File: config.mk
export PLATFORM = sky130hd
export DESIGN_NAME = nand_addr_seq
export DESIGN_NICKNAME = d
export VERILOG_FILES = /design/src/rtl/nand_addr_seq.sv
export SDC_FILE = /design/constraint.sdc
export NUM_CORES = 1
export LEC_CHECK = 0
export BUFFER_PORTS_ARGS = -buffer_cell sky130_fd_sc_hd__buf_2
export CAP_MARGIN = 20
export CELL_PAD_IN_SITES_DETAIL_PLACEMENT = 1
export CELL_PAD_IN_SITES_GLOBAL_PLACEMENT = 2
export CORE_MARGIN = 1.5
export CORE_UTILIZATION = 35
export CTS_CLUSTER_DIAMETER = 30
export CTS_CLUSTER_SIZE = 30
export DETAILED_ROUTE_END_ITERATION = 6
export PLACE_DENSITY_LB_ADDON = 0.1
export RECOVER_POWER = 25
export SLEW_MARGIN = 20
export SYNTH_ARGS = -nofsm -noshare
export SYNTH_HDL_FRONTEND = slang
export SYNTH_SLANG_ARGS = --single-unit
File: constraint.sdc
create_clock -name clk -period 1.9 [get_ports clk]
set_input_delay 0.285 -clock clk [delete_from_list [all_inputs] [get_ports clk]]
set_output_delay 0.285 -clock clk [all_outputs]
set_load 0.01 [all_outputs]
File: src/rtl/nand_addr_seq.sv
module nand_addr_seq #(
  parameter int COL_W    = 12,
  parameter int PAGE_W   = 24,
  parameter int MAX_CYC  = 5
) (
  input  logic              clk,
  input  logic              rst_n,
  input  logic              start,
  input  logic              large_page,
  input  logic              erase,
  input  logic              wide_bus,
  input  logic [2:0]        num_cycles,
  input  logic [COL_W-1:0]  column,
  input  logic [PAGE_W-1:0] page,
  input  logic              addr_ready,
  output logic [7:0]        addr_byte,
  output logic              addr_valid,
  output logic              done
);
  localparam int SH_W  = MAX_CYC * 8;
  localparam int CNT_W = $clog2(MAX_CYC + 1);

  logic [SH_W-1:0]  shreg, packed_bytes;
  logic [CNT_W-1:0] remain, cnt_eff;
  logic [COL_W-1:0] col_eff;
  logic             fire, last;

  assign col_eff = wide_bus ? (column >> 1) : column;
  assign fire    = addr_valid && addr_ready;
  assign last    = fire && (remain == CNT_W'(1));

  always_comb begin
    packed_bytes = '0;
    if (erase)
      packed_bytes[PAGE_W-1:0] = page;
    else if (large_page)
      packed_bytes = SH_W'({page, 4'h0, col_eff[11:8], col_eff[7:0]});
    else
      packed_bytes = SH_W'({page, col_eff[7:0]});
  end

  always_comb begin
    if (num_cycles == 3'd0)
      cnt_eff = CNT_W'(1);
    else if (int'(num_cycles) > MAX_CYC)
      cnt_eff = CNT_W'(MAX_CYC);
    else
      cnt_eff = CNT_W'(num_cycles);
  end

  always_ff @(posedge clk or negedge rst_n) begin
    if (!rst_n) begin
      shreg      <= '0;
      remain     <= '0;
      addr_valid <= 1'b0;
      done       <= 1'b0;
    end else begin
      done <= last;
      if (!addr_valid && start) begin
        shreg      <= packed_bytes;
        remain     <= cnt_eff;
        addr_valid <= 1'b1;
      end else if (fire) begin
        shreg      <= shreg >> 8;
        remain     <= remain - CNT_W'(1);
        addr_valid <= !last;
      end
    end
  end

  assign addr_byte = shreg[7:0];

  AST_HOLD_STALL: assert property (@(posedge clk) disable iff (!rst_n)
    addr_valid && !addr_ready |=> addr_valid && $stable(addr_byte));
  AST_START_IGNORED: assert property (@(posedge clk) disable iff (!rst_n)
    addr_valid && !addr_ready && start |=> $stable(remain) && $stable(shreg));
  AST_DONE_AFTER_LAST: assert property (@(posedge clk) disable iff (!rst_n)
    last |=> done && !addr_valid);
  AST_DONE_ONE_CYCLE: assert property (@(posedge clk) disable iff (!rst_n)
    done |=> !done);
  AST_REMAIN_RANGE: assert property (@(posedge clk) disable iff (!rst_n)
    addr_valid |-> (remain >= CNT_W'(1)) && (int'(remain) <= MAX_CYC));
  AST_IDLE_START: assert property (@(posedge clk) disable iff (!rst_n)
    !addr_valid && start |=> addr_valid);
endmodule

Yosys cells after proc, flatten, opt, wreduce, memory -nomap -nowiden
Cells that the tools add are included.
{"block": "classes", "n_addsub": 1, "magnitude_cmp": 1, "n_eq_ne": 1, "n_mux": 12, "reduce_logical": 7}
{"op": "two-way mux 40 bit", "count": 3}
{"op": "two-way mux 24 bit", "count": 1}
{"op": "two-way mux 16 bit", "count": 1}
{"op": "two-way mux 12 bit", "count": 1}
{"op": "two-way mux 3 bit", "count": 4}
{"op": "equality test 3 x 1 -> 1 bit, second input constant", "count": 1}
{"op": "greater-than comparator 3 bit, second input constant", "count": 1}
{"op": "logical AND 1 bit", "count": 3}
{"op": "logical NOT 3 bit", "count": 1}
{"op": "subtractor 3 x 1 -> 3 bit, second input constant", "count": 1}
{"op": "logical NOT 1 bit", "count": 2}
{"op": "two-way mux 1 bit", "count": 2}
{"op": "nonzero test 2 bit", "count": 1}
{"block": "totals", "ff_bits": 45, "input_bits": 46, "output_inout_bits": 10}

Longest topological paths before layout
{"block": "logic_depth", "depth_word": 5, "ltp_mapped": 5, "depth_no_buf": 5}

Least setup slack after synthesis
Ideal clock, no wire load.
{"block": "synth_timing", "kind": "reg2reg", "from": "register addr_valid", "to": "register shreg[10]", "setup_ns": 0.131, "arrival_time_ns": 1.153, "required_time_ns": 1.769, "path_slack_ns": 0.616, "path_stages_with_launch": 5, "n_path_buf": 1, "path_cell_list": "dfrtp_1 -> mux2i_1 -> buf_2 -> nor2b_1 -> o22ai_2"}
{"block": "synth_between", "elab_chain_len": 3, "word_cells_on_any_way": 5, "cone_classes": "mux (1); reduce/logical (4)"}
{"element": "start: declaration", "line_no": "17", "source": "output logic addr_valid,"}
{"element": "start signal: assignment", "line_no": "66", "source": "addr_valid <= !last;"}
{"element": "logical NOT 1 bit", "line_no": "59", "source": "if (!addr_valid && start) begin"}
{"element": "logical AND 1 bit", "line_no": "59"}
{"element": "two-way mux 40 bit or nonzero test 2 bit (tied branches)"}
{"element": "end signal: assignment", "line_no": "60", "source": "shreg <= packed_bytes;"}
{"element": "end signal: assignment", "line_no": "64", "source": "shreg <= shreg >> 8;"}
{"element": "end: declaration", "line_no": "23", "source": "logic [SH_W-1:0] shreg, packed_bytes;"}
Several ways; a longest one is shown, not always the timed one.
A chain may end at the register's enable or synchronous reset.

Worst setup path after layout
{"block": "layout_timing", "from": "register addr_valid", "to": "register remain[0]"}
{"block": "layout_between", "elab_chain_len": 3, "word_cells_on_any_way": 5, "cone_classes": "mux (1); reduce/logical (4)"}
{"element": "logical NOT 1 bit", "line_no": "59"}
{"element": "logical AND 1 bit", "line_no": "59"}
{"element": "two-way mux 3 bit or nonzero test 2 bit (tied branches)"}
{"element": "end signal: assignment", "line_no": "61", "source": "remain <= cnt_eff;"}
{"element": "end signal: assignment", "line_no": "65", "source": "remain <= remain - CNT_W'(1);"}
{"element": "end: declaration", "line_no": "24", "source": "logic [CNT_W-1:0] remain, cnt_eff;"}
Several ways; a longest one is shown, not always the timed one.

==> reports/metrics.yaml <==
logic_synthesis:
  syn_area_per_cell_sq_um: 11.1
  syn-instance-count: 249
  yosys.cell_count.top_type: "mux2i_1"
  synth_nets: 297
  synth.area.mux_share_pct: 20.4
  synth_fa_ha_area_share_pct: 0.906
  synthTopCellsByArea: "dfrtp_1, mux2i_1, o211a_1"
  synth_common_cells: "mux2i_1, dfrtp_1, a21oi_1"
  synth_top_family_by_area: "compound AO/OA/AOI/OAI gates"
  synth_edf_count: 0
  synth_compound_area_share_pct: 20.8
  yosys.area.top_type_share_pct: 40.8
  async_reset_ff_share_pct: 100
  synthSimpleGateAreaFrac_pct: 7.57
  synth_warnings: 0
  synthFlopType: "dfrtp_1"
  synth_xor_area_share_pct: 0.634
  yosysTopAreaCell: "dfrtp_1"
  synth-seq-cells: 45
  ys_seq_area_share_pct: 40.8
  synth_cell_types: 37
  synth_area_sq_mm: 0.00276
worst_hold_path:
  min-delay-start: "page[16]"
  whs_path_depth: 2
  hold_path_class: "in2reg"
drt:
  vias_per_cell: 5.33
  dr.pass1.iters: 4
  drt_iter0_markers: 54
  antenna_left: 0
  vias: 2122
  post_drt_wl_per_cell_microns: 19.0
  drc_errors: 0
  totalWireLength_microns: 7570
floorplan:
  core_area_sq_mm: 0.00769
  die_h_microns: 91.8
  die_w_microns: 91.8
  die-area_sq_mm: 0.00843
  rows: 32
  initial_core_util_pct: 35.9
  pin_count: 56
clocking:
  insertion_delay_ns: 0.31
  cts_root_buffer: "clkbuf_8"
  clk_pin_slew_ns: 0.09
  cts_tree: "built"
  cts_buffers: 5
  htree_levels: 2
  clock_path_buffers: 2
  cts_sinks: 45
  hold_buffers: 1
  post_cts_buffers: 0
  cts_resized: 0
cells_and_area:
  diodes: 0
  n_fill_cell: 894
  fin_nets: 343
  multi_input_area_sq_mm: 0.00139
  fin_cells: 398
  area_delta_synth_final_pct: 14.6
  regArea_sq_mm: 0.00113
  drive_gt1_share_pct: 28.7
place:
  port_buffers: 55
  gp_congestion: 0.769
  dp_hpwl_microns: 5540
  placed_cells: 389
setup_path:
  critPathMaxStageDelay_ns: 0.69
  cp.required_ns: 2.13
  slowest_stage: "dfrtp_1"
  path_buf_inv: 1
  r2r_cells: 4
  crit_path_max_fanout: 15
  crit_chain: "mux2i_1 > buf_4 > nand2_1 > o211ai_1"
  path_depth: 4
  arrival_ns: 1.92
  path_class: "reg2reg"
  timing.rr.start: "addr_valid$_DFFE_PN0P_"
  cp-startpoint: "addr_valid$_DFFE_PN0P_"
  cpLargestDelayFamily: "flip-flops"
  worst_setup_path_start_kind: "register"
  end_kind: "register"
sta:
  fmax_mhz: 591
  fin_crit_sh_pct: 89.0
  relSlewSlack_pct: 56.4
  worst_clock_skew_ns: 0.00933
  tightest_slew_ns: 0.654
  finalCriticalPeriod_ns: 1.69
  finalSetupViolations: 0
  final_max_slew_viol_count: 0
  rsz0062_at_grt: "no"
  hold_viol_final: 0
  tns_ns: 0
power_and_ir_drop:
  p_comb_share_pct: 33.0
  sw_frac_of_total_pct: 34.0
  leakage_nw: 1.72
  p_seq_share_pct: 43.3
  p_sw_mw: 1.14
  intPower_mw: 2.22
  peakVddDrop_mv: 0.297
  clkPwrFrac_pct: 23.7
  powerDensity_mw_per_mm2: 1060
global_route:
  track_usage_pct: 19.9
  grt_overflow: 0
  grt_start_max_net_pins: 32
  grt_pass1_wl_microns: 12800
  antenna_found_initial: 0
  grt_pass1_vias: 2259
flow_run:
  drv_cap: 0
outcome:
  status: "completed"
## routing by layer
metal  up-vias  share of wire [%]  GRT usage, %
met5         -                  0             0
met4         0                1.1          5.38
met3         7                3.5          3.40
met2        42                 43          29.4
met1      1060                 53          29.9
li1       1013                  -             -
## power by group through the flow
stage	registers [mW]	clock network (mW)	logic, mW
after floorplan	1.39	0	0.944
after detailed placement	1.48	0	1.12
final	1.46	0.795	1.11
after global placement	1.47	0	1.11
after global routing	1.50	0.859	1.25
after CTS	1.46	0.826	1.13
## metrics by stage
stage                     setup slack, ns  util (%)  area, sq um  power (mW)  hold WS, ns
after floorplan                     0.616         -         2760        2.34      -0.0106
after global placement              0.330      39.5         3040        2.58        0.329
after detailed placement            0.290      39.5         3040        2.60        0.324
after CTS                           0.225      41.2         3170        3.42        0.211
after global routing               0.0651      41.2         3160        3.61        0.215
final                               0.209      41.2         3160        3.36        0.225
## layout by cell type (no fill, tap or decap), types with 2 or more instances in the layout
cell	instances
a22oi_2	2
nand2_1	18
clkbuf_8	6
o22ai_1	9
a221oi_1	4
buf_2	52
nor2b_1	5
dfrtp_1	45
o22ai_2	2
a22o_1	8
nand3b_1	3
mux2_2	3
a21oi_1	23
buf_4	12
nand2b_1	3
inv_1	2
nor2_1	3
o211a_1	16
a22oi_1	4
ha_1	2
clkbuf_1	2
mux2i_1	53
## worst register-to-register path: stages (launching register included)
cell and delay [ns]:
dfrtp_1 0.69, mux2i_1 0.53, buf_4 0.25, nand2_1 0.07, o211ai_1 0.08
## registers in the layout, indices dropped and copies added (netlist names)
register	count
remain	3
addr_valid	1
shreg	40
done	1
## area by class of cell
cell class | instances | area share (%)
sequential | 45 | 35.6
clock buffer | 6 | 2.61
timing repair buffer | 69 | 12.4
clock inverter | 2 | 1.19
inverter | 2 | 0.237
multi-input combinational | 172 | 43.9
tap | 102 | 4.03
## cell families after synthesis
kind of cell             Yosys count
buffers and inverters             32
XOR/XNOR                           2
AO/OA/AOI/OAI                     75
adder cells (fa/ha/maj)            2
multiplexers                      56
flip-flops                        45
AND/OR/NAND/NOR                   37
## path summary, 6_finish.rpt
| kind | to | slack [ns] |
|---|---|---|
| worst min-delay path | shreg[32]$_DFFE_PN0P_ | 0.22 |
| max in group asynchronous | shreg[24]$_DFFE_PN0P_ | 0.74 |
| worst min register to register | shreg[37]$_DFFE_PN0P_ | 0.52 |
| worst max register to register | remain[0]$_DFFE_PN0P_ | 0.21 |
| min in group asynchronous | shreg[12]$_DFFE_PN0P_ | 0.52 |
| worst max-delay path | remain[0]$_DFFE_PN0P_ | 0.21 |
Note: power is estimated with default switching activity, not from simulation.
